$ cat config.mk
export PLATFORM = sky130hd
export DESIGN_NAME = hbflt_top
export DESIGN_NICKNAME = d
export VERILOG_FILES = /design/src/rtl/hbflt_pkg.sv /design/src/rtl/hbflt_oc_timer.sv /design/src/rtl/hbflt_ul_timer.sv /design/src/rtl/hbflt_srr_gate.sv /design/src/rtl/hbflt_chan.sv /design/src/rtl/hbflt_top.sv
export SDC_FILE = /design/constraint.sdc
export NUM_CORES = 1
export LEC_CHECK = 0
export CORE_ASPECT_RATIO = 2
export CORE_MARGIN = 4
export CORE_UTILIZATION = 58
export CTS_CLUSTER_DIAMETER = 150
export DETAILED_ROUTE_END_ITERATION = 8
export GPL_TIMING_DRIVEN = 0
export PLACE_DENSITY_LB_ADDON = 0.08
export SETUP_SLACK_MARGIN = 0.1
export SYNTH_ARGS = -nofsm -noshare
export SYNTH_HDL_FRONTEND = slang
export SYNTH_SLANG_ARGS = --single-unit
$ cat constraint.sdc
create_clock -name clk -period 2.9 [get_ports clk]
set_input_delay 0.435 -clock clk [delete_from_list [all_inputs] [get_ports clk]]
set_output_delay 0.435 -clock clk [all_outputs]
set_load 0.005 [all_outputs]
$ cat src/rtl/hbflt_pkg.sv
package hbflt_pkg;

    // Per-channel status code; the encoding is visible on ch_stat.
    typedef enum logic [1:0] {
        ST_OFF = 2'b00,
        ST_OVC = 2'b01,
        ST_ULD = 2'b10,
        ST_ON  = 2'b11
    } ch_state_e;

    typedef struct packed {
        logic ocs;
        logic uld;
        logic tsd;
        logic psf;
        logic tw;
    } flags_t;

    // Channel drivers are on in these states (unless forced off).
    function automatic logic st_driving(ch_state_e s);
        return (s == ST_ON) || (s == ST_ULD);
    endfunction

    // Counter width able to hold 0 .. lim-1.
    function automatic int unsigned cnt_w(int unsigned lim);
        return (lim < 2) ? 1 : $clog2(lim);
    endfunction

endpackage

$ cat src/rtl/hbflt_oc_timer.sv
module hbflt_oc_timer #(
    parameter int unsigned DLY = 2500
) (
    input  logic clk,
    input  logic rst,
    input  logic clr,
    input  logic run,
    input  logic oc_in,
    output logic expired
);
    localparam int unsigned W = hbflt_pkg::cnt_w(DLY);

    logic [W-1:0] cnt;

    assign expired = run && oc_in && (cnt == W'(DLY - 1));

    always_ff @(posedge clk) begin
        if (rst || clr || !run || !oc_in || expired)
            cnt <= '0;
        else
            cnt <= cnt + 1'b1;
    end
endmodule

$ cat src/rtl/hbflt_ul_timer.sv
module hbflt_ul_timer #(
    parameter int unsigned N_CH = 6,
    parameter int unsigned DLY  = 25000
) (
    input  logic            clk,
    input  logic            rst,
    input  logic            clr,
    input  logic [N_CH-1:0] arm,
    output logic [N_CH-1:0] expired
);
    localparam int unsigned W = hbflt_pkg::cnt_w(DLY);

    logic [W-1:0] cnt;
    logic         any_arm;
    logic         done;

    assign any_arm = |arm;
    assign done    = any_arm && (cnt == W'(DLY - 1));
    assign expired = done ? arm : '0;

    always_ff @(posedge clk) begin
        if (rst || clr || !any_arm || done)
            cnt <= '0;
        else
            cnt <= cnt + 1'b1;
    end
endmodule

$ cat src/rtl/hbflt_srr_gate.sv
module hbflt_srr_gate #(
    parameter int unsigned GAP = 3750
) (
    input  logic clk,
    input  logic rst,
    input  logic clr,
    input  logic req,
    output logic acc
);
    localparam int unsigned W = hbflt_pkg::cnt_w(GAP);

    logic [W-1:0] wait_cnt;

    assign acc = req && !clr && (wait_cnt == '0);

    always_ff @(posedge clk) begin
        if (rst || clr)
            wait_cnt <= '0;
        else if (acc)
            wait_cnt <= W'(GAP - 1);
        else if (wait_cnt != '0)
            wait_cnt <= wait_cnt - 1'b1;
    end
endmodule

$ cat src/rtl/hbflt_chan.sv
module hbflt_chan
    import hbflt_pkg::*;
(
    input  logic      clk,
    input  logic      rst,
    input  logic      en,
    input  logic      srr,
    input  logic      lock,
    input  logic      drive_req,
    input  logic      oc_exp,
    input  logic      ul_exp,
    input  logic      uld_sc,
    output ch_state_e st,
    output logic      off_lat
);
    always_ff @(posedge clk) begin
        if (rst || !en) begin
            st      <= ST_OFF;
            off_lat <= 1'b0;
        end else if (srr) begin
            st      <= ST_OFF;
            off_lat <= 1'b0;
        end else begin
            if (oc_exp || (ul_exp && uld_sc))
                off_lat <= 1'b1;
            if (lock) begin
                st <= ST_OFF;
            end else begin
                unique case (st)
                    ST_OFF: if (drive_req && !off_lat) st <= ST_ON;
                    ST_ON: begin
                        if (!drive_req)  st <= ST_OFF;
                        else if (oc_exp) st <= ST_OVC;
                        else if (ul_exp) st <= ST_ULD;
                    end
                    ST_ULD: begin
                        if (oc_exp)          st <= ST_OVC;
                        else if (!drive_req) st <= ST_OFF;
                    end
                    ST_OVC: st <= ST_OVC;
                endcase
            end
        end
    end
endmodule

$ cat src/rtl/hbflt_top.sv
module hbflt_top
    import hbflt_pkg::*;
#(
    parameter int unsigned N_CH    = 6,
    parameter int unsigned OC_DLY  = 2500,
    parameter int unsigned UL_DLY  = 25000,
    parameter int unsigned SRR_GAP = 3750
) (
    input  logic              clk,
    input  logic              rst,
    input  logic              en,
    input  logic [N_CH-1:0]   drive_req,
    input  logic              uld_sc,
    input  logic              ovlo,
    input  logic [N_CH-1:0]   oc_raw,
    input  logic [N_CH-1:0]   ul_raw,
    input  logic              tw_raw,
    input  logic              tsd_raw,
    input  logic              uv_raw,
    input  logic              ov_raw,
    input  logic              srr_req,
    output logic              flg_ocs,
    output logic              flg_uld,
    output logic              flg_tsd,
    output logic              flg_psf,
    output logic              flg_tw,
    output logic [2*N_CH-1:0] ch_stat,
    output logic [N_CH-1:0]   ch_off
);
    flags_t          flg_q;
    logic            lock_q;
    logic            srr_acc;
    logic            clr;
    ch_state_e       st [N_CH];
    logic [N_CH-1:0] off_lat;
    logic [N_CH-1:0] active;
    logic [N_CH-1:0] ul_arm;
    logic [N_CH-1:0] oc_exp;
    logic [N_CH-1:0] ul_exp;

    assign clr = !en;

    hbflt_srr_gate #(.GAP(SRR_GAP)) u_srr (
        .clk(clk), .rst(rst), .clr(clr), .req(srr_req), .acc(srr_acc)
    );

    hbflt_ul_timer #(.N_CH(N_CH), .DLY(UL_DLY)) u_ult (
        .clk(clk), .rst(rst), .clr(clr), .arm(ul_arm), .expired(ul_exp)
    );

    for (genvar i = 0; i < N_CH; i++) begin : g_ch
        assign ch_off[i] = off_lat[i] | flg_q.tsd | lock_q;
        assign active[i] = st_driving(st[i]) && !ch_off[i];
        assign ul_arm[i] = ul_raw[i] && (st[i] == ST_ON) && !ch_off[i];
        assign ch_stat[2*i +: 2] = st[i];

        hbflt_oc_timer #(.DLY(OC_DLY)) u_oct (
            .clk(clk), .rst(rst), .clr(clr),
            .run(active[i]), .oc_in(oc_raw[i]), .expired(oc_exp[i])
        );

        hbflt_chan u_chan (
            .clk(clk), .rst(rst), .en(en), .srr(srr_acc),
            .lock(lock_q | flg_q.tsd), .drive_req(drive_req[i]),
            .oc_exp(oc_exp[i]), .ul_exp(ul_exp[i]), .uld_sc(uld_sc),
            .st(st[i]), .off_lat(off_lat[i])
        );
    end

    always_ff @(posedge clk) begin
        if (rst || clr) begin
            flg_q  <= '0;
            lock_q <= 1'b0;
        end else begin
            flg_q.psf <= uv_raw | ov_raw;
            flg_q.tw  <= tw_raw;
            lock_q    <= uv_raw | (ov_raw & ovlo);
            flg_q.tsd <= srr_acc ? tsd_raw : (flg_q.tsd | tsd_raw);
            flg_q.ocs <= srr_acc ? 1'b0 : (flg_q.ocs | (|oc_exp));
            flg_q.uld <= srr_acc ? 1'b0 : (flg_q.uld | (|ul_exp));
        end
    end

    assign flg_ocs = flg_q.ocs;
    assign flg_uld = flg_q.uld;
    assign flg_tsd = flg_q.tsd;
    assign flg_psf = flg_q.psf;
    assign flg_tw  = flg_q.tw;
endmodule

==> results.sh <==
export IMPL_grt_total_usage_pct=24.0
export IMPL_path_class="register to register"
export IMPL_die_x_um=79.6
export IMPL_rrSetupSlack_ns=0.30
export IMPL_r2r_end="g_ch[4].u_chan.st[0]$_SDFFE_PP0P_"
export IMPL_slew_headroom_pct=49.8
export IMPL_period_share_pct=89.6
export IMPL_fmax_mhz=385
export IMPL_async_reset_ff_share_pct=0
export IMPL_hold_class="register to register"
export IMPL_status="finished clean"
export IMPL_use_met3_pct=4.58
export IMPL_rr_worst_depth=9
export IMPL_p_sw_share_pct=29.1
export IMPL_dp_cells=891
export IMPL_via_per_inst=5.54
export IMPL_powerDensity_mw_per_mm2=694
export IMPL_gp_congestion=0.876
export IMPL_worst_slew_pin_slew_ns=0.746
export IMPL_grt_busiest_layer="met2"
export IMPL_io_buffers=50
export IMPL_arrival_ns=2.89
export IMPL_root_buffer="clkbuf_16"
export IMPL_grt_max_degree=17
export IMPL_power_switching_mw=1.46
export IMPL_worstPathCellList="inv_1 -> ha_1 -> nor4b_2 -> nand3_1 -> o21ai_2 -> or2_2 -> buf_2 -> or4_1 -> nand2_1"
export IMPL_grt_pass1_wl_mm=22.8
export IMPL_synth_area_leader_cell="dfxtp_1"
export IMPL_synthesis_area_mm2=0.00595
export IMPL_avgRoutedWirePerCell_um=14.6
export IMPL_maxSlewViolCount=0
export IMPL_area_delta_synth_final_pct=21.3
export IMPL_critPathCaptureType="register"
export IMPL_firstDrtPassIters=5
export IMPL_fill_cells=813
export IMPL_grtUsageMet2_pct=45.7
export IMPL_period_minus_slack_ns=2.60
export IMPL_synth_area_per_cell_um2=8.43
export IMPL_vdd_ir_drop_max_mv=0.645
export IMPL_clockPowerShare_pct=41.8
export IMPL_final_cell_mix="nor2_1 (140), dfxtp_1 (123), nand2_1 (57)"
export IMPL_antennaDiodeCount=0
export IMPL_crit_path_start_kind="register"
export IMPL_min_from="g_ch[5].u_oct.cnt[0]$_SDFF_PP0_"
export IMPL_final_nets=841
export IMPL_rsz0062_at_grt="false"
export IMPL_clk_latency_ns=0.42
export IMPL_pwr_share_comb_pct=20.6
export IMPL_synth_net_count=772
export IMPL_synth_top_area_share_pct=41.4
export IMPL_cp_depth=9
export IMPL_grt_use_met1_pct=23.8
export IMPL_regArea_mm2=0.00246
export IMPL_clk_pin_slew_worst_paths_ns=0.06
export IMPL_hold_worst_slack_ns=0.443
export IMPL_final_common_cell="nor2_1"
export IMPL_cellLeakagePower_nw=2.63
export IMPL_core_mm2=0.0101
export IMPL_first_global_vias=5220
export IMPL_postCtsHoldBufs=0
export IMPL_netlist_instances=706
export IMPL_num_rows=52
export IMPL_slowest_delay_ns=0.42
export IMPL_start_util_pct=59.0
export IMPL_power_mw=5.01
export IMPL_path_delay_family="simple AND/OR/NAND/NOR gates"
export IMPL_synth_seq_cells=123
export IMPL_cp_max_fo=10
export IMPL_drt_drc_violations_left=0
export IMPL_ys_flop_type="dfxtp_1"
export IMPL_cts_buffer_depth=2
export IMPL_skew_ns=0.00666
export IMPL_cts_sinks=123
export IMPL_synth_area_leaders="dfxtp_1 (41%), nor2_1 (8.8%), ha_1 (8.0%)"
export IMPL_hpwl_mm=10.0
export IMPL_critPathRequiredTime_ns=3.20
export IMPL_antenna_left=0
export IMPL_tns_ns=0
export IMPL_dr_first_iter_drc_count=185
export IMPL_synth_edff_count=0
export IMPL_die_y_um=151
export IMPL_synth_cell_types=52
export IMPL_vias=5114
export IMPL_internal_power_mw=3.55
export IMPL_die_area_mm2=0.0120
export IMPL_min_path_cells=1
export IMPL_fin_area_mm2=0.00722
export IMPL_crit_slowest_cell="nor4b_2"
export IMPL_r2r_start="u_srr.wait_cnt[0]$_SDFFE_PP0P_"
export IMPL_multi_input_area_mm2=0.00331
export IMPL_placed_cell_area_mm2=0.00662
export IMPL_setup_violations=0
export IMPL_tritoncts="done"
export IMPL_routed_wl_mm=13.5
export IMPL_drv_cap=0
export IMPL_final_hold_viol_count=0
export IMPL_hold_end="g_ch[5].u_oct.cnt[0]$_SDFF_PP0_"
export IMPL_drive_gt1_share_pct=6.47
export IMPL_seqPwrFrac_pct=37.5
export IMPL_pin_count=51
export IMPL_worst_path_buf_inv=2
export IMPL_fin_cells=923
export IMPL_yosysWarnings=0
export IMPL_antenna_found_initial=0
export IMPL_seq_area_frac_synth_pct=41.4
export IMPL_htree_num_levels=4
export IMPL_numCtsBuffers=17
export IMPL_grt_ovfl_total=0
[state kept, by name, indices dropped and copies added (netlist names)]
name	cells
u_ult.cnt	15
u_srr.wait_cnt	12
flg_tw	1
g_ch.u_chan.st	12
g_ch.u_oct.cnt	72
flg_tsd	1
g_ch.u_chan.off_lat	6
flg_psf	1
flg_ocs	1
flg_uld	1
lock_q	1
[worst max-delay path by stage]
stage | start | endpoint | slack [ns]
after floorplan | u_srr.wait_cnt[0]$_SDFFE_PP0P_ | g_ch[4].u_chan.st[0]$_SDFFE_PP0P_ | 0.71
after global placement | en | g_ch[4].u_chan.st[0]$_SDFFE_PP0P_ | 0.005
after detailed placement | en | g_ch[4].u_chan.st[0]$_SDFFE_PP0P_ | 0.03
after CTS | u_srr.wait_cnt[0]$_SDFFE_PP0P_ | g_ch[4].u_chan.st[0]$_SDFFE_PP0P_ | 0.22
after global routing | u_srr.wait_cnt[0]$_SDFFE_PP0P_ | g_ch[4].u_chan.st[0]$_SDFFE_PP0P_ | 0.14
final | u_srr.wait_cnt[0]$_SDFFE_PP0P_ | g_ch[4].u_chan.st[0]$_SDFFE_PP0P_ | 0.30
[power by group through the flow]
| stage | clock network [mW] | logic [mW] | registers, mW |
|---|---|---|---|
| after global placement | 0 | 0.982 | 1.91 |
| after detailed placement | 0 | 1.01 | 1.91 |
| after CTS | 2.13 | 1.03 | 1.88 |
| after global routing | 2.21 | 1.16 | 1.89 |
| final | 2.10 | 1.03 | 1.88 |
| after floorplan | 0 | 0.741 | 1.89 |
[per-stage QoR]
stage,util [%],worst slack (ns)
floorplan,-,0.712
global placement,65.7,0.00535
detailed placement,65.7,0.0309
CTS,71.6,0.221
global route,71.6,0.139
finish,71.6,0.302
[area by class of cell]
cell class / instances / area share, %
clock inverter: 13 / 1.99
buffer: 14 / 0.780
sequential: 123 / 34.1
clock buffer: 19 / 6.27
tap: 135 / 2.34
multi-input combinational: 536 / 45.9
timing repair buffer: 50 / 6.93
inverter: 33 / 1.72
[synth_stat cells (3+ instances only)]
cell type / number
nor2_1: 140
dfxtp_1: 123
nand2_1: 57
xor2_1: 46
nand3_1: 42
ha_1: 38
inv_1: 33
xnor2_1: 29
and3_1: 25
nor3_1: 24
a21oi_1: 20
o21ai_0: 14
clkbuf_1: 11
a211oi_1: 10
nand4_1: 10
or3_1: 9
nor4_1: 8
or2_2: 5
nor4bb_1: 4
o211ai_1: 4
or4_1: 4
a31oi_1: 3
buf_2: 3
nand3b_1: 3
o21a_1: 3
o221a_2: 3
[cells by family (layout without fill, tap and decap cells)]
group / count (synthesis) / in the layout / share of synthesized area (%)
compound gates: 72 / 72 / 8.07
flops: 123 / 123 / 41.4
xor+xnor: 75 / 75 / 11.0
buf+inv: 47 / 129 / 3.03
fa+ha+maj: 38 / 38 / 7.99
simple gates: 349 / 349 / 28.2
mux: 2 / 2 / 0.336
[timing repair]
item / CTS / global route
setup endpoints to repair: 0 / 4
gates resized for setup: 0 / 1
buffers inserted: 0 / 0
[metal layers]
| layer | vias up | part of all wire, % | routed length (µm) |
|---|---|---|---|
| met3 | 33 | 3.8 | 509 |
| met5 | - | 0 | 0 |
| met1 | 2410 | 38 | 5090 |
| met2 | 121 | 55 | 7440 |
| li1 | 2550 | - | - |
| met4 | 0 | 3.2 | 430 |
(Power assumes the default switching activity.)
